[config.mk]
export PLATFORM = sky130hd
export DESIGN_NAME = lcd_cmd_decoder
export DESIGN_NICKNAME = d
export VERILOG_FILES = /design/src/rtl/lcd_dec_pkg.sv /design/src/rtl/bus_sampler.sv /design/src/rtl/main_table.sv /design/src/rtl/sub_table.sv /design/src/rtl/status_gen.sv /design/src/rtl/lcd_cmd_decoder.sv
export SDC_FILE = /design/constraint.sdc
export NUM_CORES = 1
export LEC_CHECK = 0
export BUFFER_PORTS_ARGS = -buffer_cell sky130_fd_sc_hd__buf_4
export CAP_MARGIN = 10
export CORE_MARGIN = 4
export CORE_UTILIZATION = 58
export CTS_CLUSTER_DIAMETER = 80
export DETAILED_ROUTE_END_ITERATION = 7
export PLACE_DENSITY = 0.95
export RECOVER_POWER = 25
export SETUP_SLACK_MARGIN = 0.05
export SLEW_MARGIN = 5
export SYNTH_ARGS = -nofsm -noshare
export SYNTH_HDL_FRONTEND = slang
export SYNTH_SLANG_ARGS = --single-unit
[constraint.sdc]
create_clock -name clk -period 3.88 [get_ports clk]
set_input_delay 0.776 -clock clk [delete_from_list [all_inputs] [get_ports clk]]
set_output_delay 0.776 -clock clk [all_outputs]
set_load 0.01 [all_outputs]
[src/rtl/lcd_dec_pkg.sv]
package lcd_dec_pkg;
  localparam int BYTE_W = 8;
  localparam int NIB_W  = 4;
  localparam int LINE_W = 6;

  typedef enum logic [1:0] {
    XF_CMD   = 2'd0,
    XF_STAT  = 2'd1,
    XF_WDATA = 2'd2,
    XF_RDATA = 2'd3
  } xfer_e;

  typedef struct packed {
    logic              valid;
    xfer_e             kind;
    logic [BYTE_W-1:0] data;
  } xfer_t;
endpackage

[src/rtl/bus_sampler.sv]
module bus_sampler
  import lcd_dec_pkg::*;
(
  input  logic              clk,
  input  logic              rst,
  input  logic              rs,
  input  logic              rd_n,
  input  logic              wr_n,
  input  logic [BYTE_W-1:0] din,
  output xfer_t             ev
);
  logic              rd_q, wr_q, rs_q, clash;
  logic [BYTE_W-1:0] d_q;
  logic              rise_r, rise_w;

  assign rise_r = rd_n && !rd_q;
  assign rise_w = wr_n && !wr_q;

  always_ff @(posedge clk) begin
    if (rst) begin
      rd_q  <= 1'b1;
      wr_q  <= 1'b1;
      rs_q  <= 1'b0;
      clash <= 1'b0;
      d_q   <= '0;
      ev    <= '0;
    end else begin
      rd_q <= rd_n;
      wr_q <= wr_n;
      if (!rd_n || !wr_n) rs_q <= rs;
      if (!wr_n) d_q <= din;
      if (!rd_n && !wr_n) clash <= 1'b1;
      else if (rd_n && wr_n && rd_q && wr_q) clash <= 1'b0;
      ev.valid <= 1'b0;
      if ((rise_r || rise_w) && !clash) begin
        ev.valid <= 1'b1;
        ev.data  <= d_q;
        if (rise_w) ev.kind <= rs_q ? XF_WDATA : XF_CMD;
        else        ev.kind <= rs_q ? XF_RDATA : XF_STAT;
      end
    end
  end

  // one transfer yields one event, never back to back
  a_r2_single_event: assert property (@(posedge clk) disable iff (rst)
    ev.valid |=> !ev.valid);
endmodule

[src/rtl/main_table.sv]
module main_table
  import lcd_dec_pkg::*;
(
  input  logic              clk,
  input  logic              rst,
  input  logic              cmd_valid,
  input  logic [BYTE_W-1:0] cmd,
  output logic              disp_on,
  output logic              disp_inverse,
  output logic              all_on,
  output logic [BYTE_W-1:0] start_line,
  output logic [NIB_W-1:0]  page_addr,
  output logic [BYTE_W-1:0] col_addr
);
  logic [NIB_W-1:0] op, arg;
  assign op  = cmd[BYTE_W-1:NIB_W];
  assign arg = cmd[NIB_W-1:0];

  always_ff @(posedge clk) begin
    if (rst) begin
      disp_on      <= 1'b0;
      disp_inverse <= 1'b0;
      all_on       <= 1'b0;
      start_line   <= '0;
      page_addr    <= '0;
      col_addr     <= '0;
    end else if (cmd_valid) begin
      case (op)
        4'h0: col_addr[NIB_W-1:0]        <= arg;
        4'h1: col_addr[BYTE_W-1:NIB_W]   <= arg;
        4'h5: start_line[BYTE_W-1:NIB_W] <= arg;
        4'h6: start_line[NIB_W-1:0]      <= arg;
        4'hB: page_addr                  <= arg;
        4'hA: begin
          case (arg[3:1])
            3'b111: disp_on      <= arg[0];
            3'b011: disp_inverse <= arg[0];
            3'b010: all_on       <= arg[0];
            default: ;
          endcase
        end
        default: ;
      endcase
    end
  end

  // display-on command takes effect next cycle
  a_r3_on_cmd: assert property (@(posedge clk) disable iff (rst)
    (cmd_valid && cmd == 8'hAF) |=> disp_on);
  // main registers hold without a main-table command
  a_r11_main_hold: assert property (@(posedge clk) disable iff (rst)
    !cmd_valid |=> $stable({disp_on, disp_inverse, all_on, start_line, page_addr, col_addr}));
endmodule

[src/rtl/sub_table.sv]
module sub_table
  import lcd_dec_pkg::*;
(
  input  logic              clk,
  input  logic              rst,
  input  logic              cmd_valid,
  input  logic [BYTE_W-1:0] cmd,
  output logic              sub_mode,
  output logic [NIB_W-1:0]  win_a_first,
  output logic [NIB_W-1:0]  win_a_len,
  output logic [NIB_W-1:0]  win_b_first,
  output logic [NIB_W-1:0]  win_b_len,
  output logic              partial_en,
  output logic [LINE_W-1:0] line_inv_count,
  output logic              line_inv_active,
  output logic [BYTE_W-1:0] vol_level
);
  logic [NIB_W-1:0]  op, arg;
  logic [LINE_W-1:0] line_stage;
  logic [BYTE_W-1:0] vol_stage;

  assign op  = cmd[BYTE_W-1:NIB_W];
  assign arg = cmd[NIB_W-1:0];

  always_ff @(posedge clk) begin
    if (rst) begin
      sub_mode        <= 1'b0;
      win_a_first     <= '0;
      win_a_len       <= '0;
      win_b_first     <= '0;
      win_b_len       <= '0;
      partial_en      <= 1'b0;
      line_stage      <= '0;
      line_inv_count  <= '0;
      line_inv_active <= 1'b0;
      vol_stage       <= '0;
      vol_level       <= '0;
    end else if (cmd_valid) begin
      if (!sub_mode) begin
        if (cmd == 8'h70) sub_mode <= 1'b1;
      end else begin
        case (op)
          4'h0: win_a_first <= arg;
          4'h1: win_a_len   <= arg;
          4'h2: win_b_first <= arg;
          4'h3: win_b_len   <= arg;
          4'h4: if (arg == 4'h0) partial_en <= 1'b1;
          4'h5: line_stage[LINE_W-1:NIB_W] <= arg[LINE_W-NIB_W-1:0];
          4'h6: line_stage[NIB_W-1:0]      <= arg;
          4'h7: begin
            if (arg == 4'h0) begin
              line_inv_count  <= line_stage;
              line_inv_active <= 1'b1;
            end else if (arg == 4'h1) begin
              sub_mode <= 1'b0;
            end
          end
          4'h8: vol_stage[BYTE_W-1:NIB_W] <= arg;
          4'h9: vol_stage[NIB_W-1:0]      <= arg;
          4'hA: if (arg == 4'h0) vol_level <= vol_stage;
          default: ;
        endcase
      end
    end
  end

  // entering the sub table from main mode
  a_r7_enter: assert property (@(posedge clk) disable iff (rst)
    (cmd_valid && !sub_mode && cmd == 8'h70) |=> sub_mode);
  // execute in sub mode keeps the mode
  a_r9_exec_keeps_mode: assert property (@(posedge clk) disable iff (rst)
    (cmd_valid && sub_mode && cmd == 8'h70) |=> (sub_mode && line_inv_active));
  // contrast output moves only on its commit byte
  a_r10_vol_commit_only: assert property (@(posedge clk) disable iff (rst)
    !(cmd_valid && sub_mode && cmd == 8'hA0) |=> $stable(vol_level));
endmodule

[src/rtl/status_gen.sv]
module status_gen
  import lcd_dec_pkg::*;
#(
  parameter int BUSY_CYCLES = 4
) (
  input  logic              clk,
  input  logic              rst,
  input  logic              cmd_done,
  input  logic              rs,
  input  logic              rd_n,
  input  logic              disp_on,
  input  logic              sub_mode,
  output logic [BYTE_W-1:0] dout
);
  localparam int CW = $clog2(BUSY_CYCLES + 1);

  logic [CW-1:0] busy_cnt;
  logic          resetting;
  logic          busy;

  assign busy = (busy_cnt != '0);

  always_ff @(posedge clk) begin
    if (rst) begin
      busy_cnt  <= '0;
      resetting <= 1'b1;
      dout      <= '0;
    end else begin
      resetting <= 1'b0;
      if (cmd_done)  busy_cnt <= CW'(BUSY_CYCLES);
      else if (busy) busy_cnt <= busy_cnt - 1'b1;
      if (!rd_n && !rs) dout <= {busy, disp_on, resetting, sub_mode, {NIB_W{1'b0}}};
      else              dout <= '0;
    end
  end

  // low nibble of the status byte is always zero
  a_r6_low_zero: assert property (@(posedge clk) disable iff (rst)
    dout[NIB_W-1:0] == '0);
  // a command always opens a busy window
  a_r13_busy_after_cmd: assert property (@(posedge clk) disable iff (rst)
    cmd_done |=> busy);
endmodule

[src/rtl/lcd_cmd_decoder.sv]
module lcd_cmd_decoder
  import lcd_dec_pkg::*;
#(
  parameter int BUSY_CYCLES = 4
) (
  input  logic              clk,
  input  logic              rst,
  input  logic              rs,
  input  logic              rd_n,
  input  logic              wr_n,
  input  logic [7:0]        din,
  output logic [7:0]        dout,
  output logic              ram_wr_stb,
  output logic [7:0]        ram_wdata,
  output logic              ram_rd_stb,
  output logic              disp_on,
  output logic              disp_inverse,
  output logic              all_on,
  output logic [7:0]        start_line,
  output logic [3:0]        page_addr,
  output logic [7:0]        col_addr,
  output logic              sub_mode,
  output logic [3:0]        win_a_first,
  output logic [3:0]        win_a_len,
  output logic [3:0]        win_b_first,
  output logic [3:0]        win_b_len,
  output logic              partial_en,
  output logic [5:0]        line_inv_count,
  output logic              line_inv_active,
  output logic [7:0]        vol_level
);
  xfer_t ev;
  logic  cmd_any, cmd_main;

  bus_sampler u_sampler (
    .clk(clk), .rst(rst), .rs(rs), .rd_n(rd_n), .wr_n(wr_n), .din(din), .ev(ev)
  );

  assign cmd_any    = ev.valid && (ev.kind == XF_CMD);
  assign cmd_main   = cmd_any && !sub_mode;
  assign ram_wr_stb = ev.valid && (ev.kind == XF_WDATA);
  assign ram_rd_stb = ev.valid && (ev.kind == XF_RDATA);
  assign ram_wdata  = ev.data;

  main_table u_main (
    .clk(clk), .rst(rst), .cmd_valid(cmd_main), .cmd(ev.data),
    .disp_on(disp_on), .disp_inverse(disp_inverse), .all_on(all_on),
    .start_line(start_line), .page_addr(page_addr), .col_addr(col_addr)
  );

  sub_table u_sub (
    .clk(clk), .rst(rst), .cmd_valid(cmd_any), .cmd(ev.data),
    .sub_mode(sub_mode), .win_a_first(win_a_first), .win_a_len(win_a_len),
    .win_b_first(win_b_first), .win_b_len(win_b_len), .partial_en(partial_en),
    .line_inv_count(line_inv_count), .line_inv_active(line_inv_active),
    .vol_level(vol_level)
  );

  status_gen #(.BUSY_CYCLES(BUSY_CYCLES)) u_status (
    .clk(clk), .rst(rst), .cmd_done(cmd_any), .rs(rs), .rd_n(rd_n),
    .disp_on(disp_on), .sub_mode(sub_mode), .dout(dout)
  );

  // the two RAM strobes never fire together
  a_r1_strobe_excl: assert property (@(posedge clk) disable iff (rst)
    $onehot0({ram_wr_stb, ram_rd_stb}));
endmodule

==> results.json, run 1 <==
{
  "post_cts_buffers": 0,
  "fin_crit_sh_pct": 64.5,
  "cts_made_buffers": 9,
  "cts_tree": "done",
  "n_fill_cell": 498,
  "wirelength_um": 9280,
  "setup_tns_ns": 0,
  "cts_root_buffer": "clkbuf_8",
  "p_leak_uw": 0.00233,
  "most-common-layout-cells": "101 x dfxtp_1, 92 x nor2_1, 79 x mux2i_1",
  "stdcell_area_um2": 4650,
  "crit_chain": "clkbuf_2, or2_2, nor2_1, and2_1",
  "route.detailed.wl_per_inst_um": 17.0,
  "yosysSeqAreaShare_pct": 51.3,
  "clock_skew_ns": 0.00837,
  "wl_met3_um": 670,
  "wl_met2_um": 4550,
  "htreeDepth": 3,
  "dp_cells": 529,
  "area_growth_pct": 17.8,
  "clkSlewWorstSetupHoldPaths_ns": 0.09,
  "hold_class": "flop to flop",
  "final_common_cell": "dfxtp_1",
  "top_layer": "met4",
  "routed-via-count": 3038,
  "grt_pass1_vias": 3111,
  "drtPass1Iterations": 4,
  "crit_type": "input pin to flop",
  "io_pins": 87,
  "dpl_cell_area_um2": 4470,
  "synth_cells": 403,
  "max_cap_viol_count": 1,
  "max_slew_margin_pct": -20.3,
  "failed_checks": "capacitance limit, slew limit",
  "max_freq_mhz": 400,
  "cts_sinks": 101,
  "fp.coreArea_um2": 6460,
  "initialDrtViolationCount": 227,
  "clock_latency_ns": 0.36,
  "required_ns": 4.19,
  "grt_overflow": 0,
  "post_synth_instance_area_um2": 3940,
  "cellPowerDensity_nw_per_um2": 433,
  "die_area_um2": 8180,
  "diodes": 0,
  "avgSynthCellArea_um2": 9.78,
  "nets": 479,
  "min_period_ns": 2.50,
  "cp.arrival_ns": 2.81,
  "cp_slowest_cell": "clkbuf_2",
  "grt_usage_pct": 23.2,
  "start_util_pct": 61.0,
  "finalPower_uw": 2010,
  "die_h_um": 90.4,
  "gp_congestion": 0.840,
  "crit_start": "rst",
  "met1Wirelength_um": 3840,
  "path_max_fanout": 97,
  "hold_ws_ns": 0.464,
  "critPathCaptureType": "flop",
  "synth-seq-cells": 101,
  "tightest_slew_ns": 1.80,
  "run_status": "finished, violations left",
  "worstSetupStartpointType": "input pin",
  "endpoint": "u_status.dout[5]",
  "via_per_inst": 5.57,
  "ys_types": 36,
  "grt_max_degree": 98,
  "ir_worst_vdd_uv": 269,
  "finalSetupViolations": 0,
  "dieWidth_um": 90.4,
  "rsz0062_at_grt": "false",
  "layout-drive-gt1-share_pct": 18.8,
  "final_cells": 545,
  "rrSetupSlack_ns": 1.55,
  "io_buffer_count": 82,
  "reg2reg_to": "u_sub.vol_stage[3]",
  "postCtsResizedCells": 0,
  "finalHoldViolCount": 0,
  "dpl.hpwl_um": 6070,
  "slew_viol_final": 98,
  "cts_buffer_depth": 2,
  "ant_nets": 0,
  "r2r-start": "u_sampler.ev[5]",
  "yosys.area.top_type": "dfxtp_1",
  "drcViolationCount": 0,
  "slowest_delay_ns": 0.91,
  "rows": 29,
  "grt_pass1_wl_um": 15500,
  "hold_buffers": 0,
  "antenna_found_initial": 0,
  "synth_area_leaders": "dfxtp_1 51%, mux2i_1 20%, nor2_1 8.8%",
  "ys_warn_count": 0,
  "reg2reg_depth": 4,
  "synth_top_area_share_pct": 51.3
}
-- logic make-up (layout without fill, tap and decap cells) --
group | after synthesis | count (layout) | share of synthesized area, %
and+or+nand+nor | 161 | 161 | 19.6
DFF | 101 | 101 | 51.3
muxes | 79 | 79 | 20.1
buffers and inverters | 44 | 106 | 5.93
AOI/OAI and AO/OA | 13 | 13 | 1.84
adders and majority gates | 3 | 3 | 0.952
other | 1 | 4 | 0.0951
xor gates and xnor gates | 1 | 1 | 0.222
-- flip-flops by register name (all words and copies together) (netlist names), 6 cells and up --
register              cells
u_main.col_addr           8
u_main.start_line         8
u_sampler.d_q             8
u_sampler.ev             11
u_sub.line_inv_count      6
u_sub.line_stage          6
u_sub.vol_level           8
u_sub.vol_stage           8
-- power breakdown --
group          internal [uW]  switching [uW]
Combinational           55.2            80.3
Clock                    444             352
Sequential              1060            23.2
-- stage by stage --
stage | utilization (%) | worst slack [ns]
after CTS | 73.0 | 1.18
after global routing | 71.9 | 1.16
after floorplan | - | 2.20
after detailed placement | 69.2 | 1.45
final | 71.9 | 1.38
after global placement | 69.2 | 1.65
-- synthesized netlist by cell type --
library cell	number
nor2b_1	6
nor4b_1	1
a41oi_1	1
nand2_1	12
nor2_2	1
and4b_1	1
nor3_1	5
nor4b_2	1
clkbuf_1	14
buf_6	1
nand3_2	1
ha_1	3
a211oi_1	1
nand3_1	17
inv_1	6
or2_2	2
nand4_4	1
nand2b_1	2
buf_4	14
and2_1	5
and3b_1	1
nor4bb_1	2
buf_1	2
o22ai_1	1
a21oi_1	10
nand4_1	5
conb_1	1
mux2i_1	79
nor3b_2	1
dfxtp_1	101
nor4_1	1
xor2_1	1
buf_2	7
nor3b_1	3
nor2_1	92
and3_1	1
-- layout make-up --
type | instances | area (um^2) | area share (%)
Sequential cell | 101 | 2020 | 43.5
Multi-Input combinational cell | 261 | 1700 | 36.7
Timing Repair Buffer | 84 | 553 | 11.9
Clock buffer | 10 | 138 | 2.96
Clock inverter | 6 | 110 | 2.37
Tap cell | 77 | 96.3 | 2.07
Inverter | 6 | 22.5 | 0.485
-- worst max-delay path: cells and delay by family --
kind	cells	cell delay, ns
simple gates	3	1.12
buf+inv	1	0.91
-- routing by layer --
layer	GRT usage (%)	vias to the layer above
met5	0	-
met1	28.1	1454
met4	12.6	0
met3	5.92	19
li1	-	1446
met2	37.8	119
-- worst min-delay path by stage --
stage                                startpoint                     to  slack (ns)  depth (start not counted)
final                      u_main.start_line[7]   u_main.start_line[7]        0.46                          2
after global routing      u_sub.line_inv_active  u_sub.line_inv_active        0.48                          2
after CTS                  u_main.start_line[7]   u_main.start_line[7]        0.46                          2
after detailed placement     u_status.resetting       u_status.dout[5]        0.44                          1
after global placement       u_status.resetting       u_status.dout[5]        0.41                          1
after floorplan              u_status.resetting       u_status.dout[5]        0.41                          1
No activity file was read; power rests on OpenSTA's default activity.
==> run 2, diff against run 1 <==
--- a/config.mk
+++ b/config.mk
@@ -8,10 +8,10 @@
 export BUFFER_PORTS_ARGS = -buffer_cell sky130_fd_sc_hd__buf_4
 export CAP_MARGIN = 10
 export CORE_MARGIN = 4
-export CORE_UTILIZATION = 58
+export CORE_UTILIZATION = 53
 export CTS_CLUSTER_DIAMETER = 80
 export DETAILED_ROUTE_END_ITERATION = 7
-export PLACE_DENSITY = 0.95
+export PLACE_DENSITY = 0.9
 export RECOVER_POWER = 25
 export SETUP_SLACK_MARGIN = 0.05
 export SLEW_MARGIN = 5
==> constraint.sdc (replaced) <==
create_clock -name clk -period 2.4 [get_ports clk]
set_input_delay 0.48 -clock clk [delete_from_list [all_inputs] [get_ports clk]]
set_output_delay 0.48 -clock clk [all_outputs]
set_load 0.01 [all_outputs]
==> run 2 against run 1 <==
Effect of this change:
- the run now ends clean
- first-iteration DRC count is 44% lower
- via count is 2.3% lower
- wire length is 7.3% lower
- die area is 8.6% higher
- largest cell class unchanged
- hold slack worse by 0.18 ns
==> results.json, run 2 (synthesis results as in run 1) <==
{
  "run_status": "completed",
  "cts_buffer_depth": 2,
  "max_slew_margin_pct": 36.5,
  "most-common-layout-cells": "101 x dfxtp_1, 92 x nor2_1, 79 x mux2i_1",
  "cp.arrival_ns": 2.15,
  "clock_latency_ns": 0.36,
  "io_pins": 87,
  "ant_nets": 0,
  "finalHoldViolCount": 0,
  "diodes": 0,
  "top_register": "u_sampler.ev",
  "crit_type": "input pin to flop",
  "hold_depth": 2,
  "clock_skew_ns": 0.0116,
  "clkSlewWorstSetupHoldPaths_ns": 0.10,
  "cts_tree": "done",
  "regArea_um2": 2020,
  "grt_usage_pct": 19.5,
  "multi_input_area_um2": 1700,
  "utilization_pct": 63.9,
  "dpl.hpwl_um": 6070,
  "p_leak_uw": 0.00231,
  "final_common_cell": "dfxtp_1",
  "nets": 484,
  "required_ns": 2.61,
  "max_freq_mhz": 516,
  "n_fill_cell": 628,
  "dieWidth_um": 94.3,
  "via_per_inst": 5.20,
  "finalSetupViolations": 0,
  "rrSetupSlack_ns": 0.62,
  "cts_made_buffers": 9,
  "initialDrtViolationCount": 126,
  "slew_viol_final": 0,
  "min_period_ns": 1.94,
  "critPathCaptureType": "flop",
  "drcViolationCount": 0,
  "hold_class": "input pin to flop",
  "die_h_um": 94.3,
  "grt_pass1_wl_um": 13600,
  "area_growth_pct": 17.5,
  "cts_root_buffer": "clkbuf_8",
  "fin_crit_sh_pct": 80.8,
  "cts_sinks": 101,
  "grt_overflow": 0,
  "rsz0062_at_grt": "false",
  "grt_max_degree": 53,
  "io_buffer_count": 82,
  "fp.coreArea_um2": 7250,
  "wirelength_um": 8610,
  "worstSetupStartpointType": "input pin",
  "r2r-start": "u_sampler.ev[2]",
  "drtPass1Iterations": 4,
  "die_area_um2": 8880,
  "path_max_fanout": 52,
  "rows": 31,
  "htreeDepth": 3,
  "cellPowerDensity_nw_per_um2": 645,
  "route.detailed.wl_per_inst_um": 15.1,
  "layout-drive-gt1-share_pct": 18.6,
  "reg2reg_depth": 4,
  "setup_slack_ns": 0.461,
  "holdPathEnd": "u_status.dout[7]",
  "tightest_slew_ns": 0.953,
  "routed-via-count": 2967,
  "detailedPlace.worstSlack_ns": 0.684,
  "gp_congestion": 0.771,
  "setup_tns_ns": 0,
  "reg2reg_to": "u_sub.vol_level[2]",
  "start_util_pct": 54.4,
  "hold_buffers": 0,
  "max_cap_viol_count": 0,
  "postCtsResizedCells": 0,
  "grt_pass1_vias": 2829,
  "post_cts_buffers": 0,
  "dp_cells": 556,
  "final_cells": 571,
  "ir_worst_vdd_uv": 345,
  "antenna_found_initial": 0,
  "min_from": "rs",
  "largest_reg_flops": 11
}
==> run 2: power breakdown <==
| group | total [uW] | internal (uW) | switching (uW) | leakage [uW] |
|---|---|---|---|---|
| Clock | 1020 | 476 | 543 | 0.0000854 |
| Sequential | 1740 | 1710 | 31.3 | 0.000817 |
| Combinational | 226 | 91.2 | 135 | 0.00141 |
| Total | 2990 | 2280 | 710 | 0.00231 |
==> run 2: stage by stage <==
step / area, um^2 / hold WS (ns) / power, uW
final: 4630 / 0.288 / 2990
after detailed placement: 4530 / 0.420 / 2010
after global routing: 4630 / 0.299 / 3080
after CTS: 4720 / 0.279 / 2990
after global placement: 4530 / 0.409 / 1990
after floorplan: 3950 / 0.406 / 1950
==> run 2: worst max-delay path by stage <==
stage | end | start | slack, ns
2_1_floorplan | u_sub.line_inv_count[0] | u_sampler.ev[6] | 0.98
3_5_place_dp | u_sub.line_inv_count[5] | u_sampler.ev[6] | 0.68
5_1_grt | u_main.start_line[2] | rst | 0.26
6_report | u_main.page_addr[2] | rst | 0.46
4_1_cts | ram_wdata[2] | u_sampler.ev[2] | 0.57
3_3_place_gp | u_sub.line_inv_count[1] | u_sampler.ev[6] | 0.74
==> run 2: layer usage <==
layer	up-vias	share of wire (%)	GRT usage (%)
met5	-	0	0
met4	0	1.3	7.58
met3	12	8.3	4.25
met2	110	49	32.3
met1	1394	42	24.6
li1	1451	-	-
==> run 2: layout make-up <==
class	count	share of cell area, %
Tap cell	99	2.67
Multi-Input combinational cell	261	36.7
Inverter	6	0.486
Sequential cell	101	43.7
Clock inverter	4	1.08
Timing Repair Buffer	89	12.6
Clock buffer	11	2.84
==> run 2: worst max-delay path: stages <==
cell and delay, ns:
clkbuf_2 0.70, clkbuf_2 0.81, nor2_1 0.14
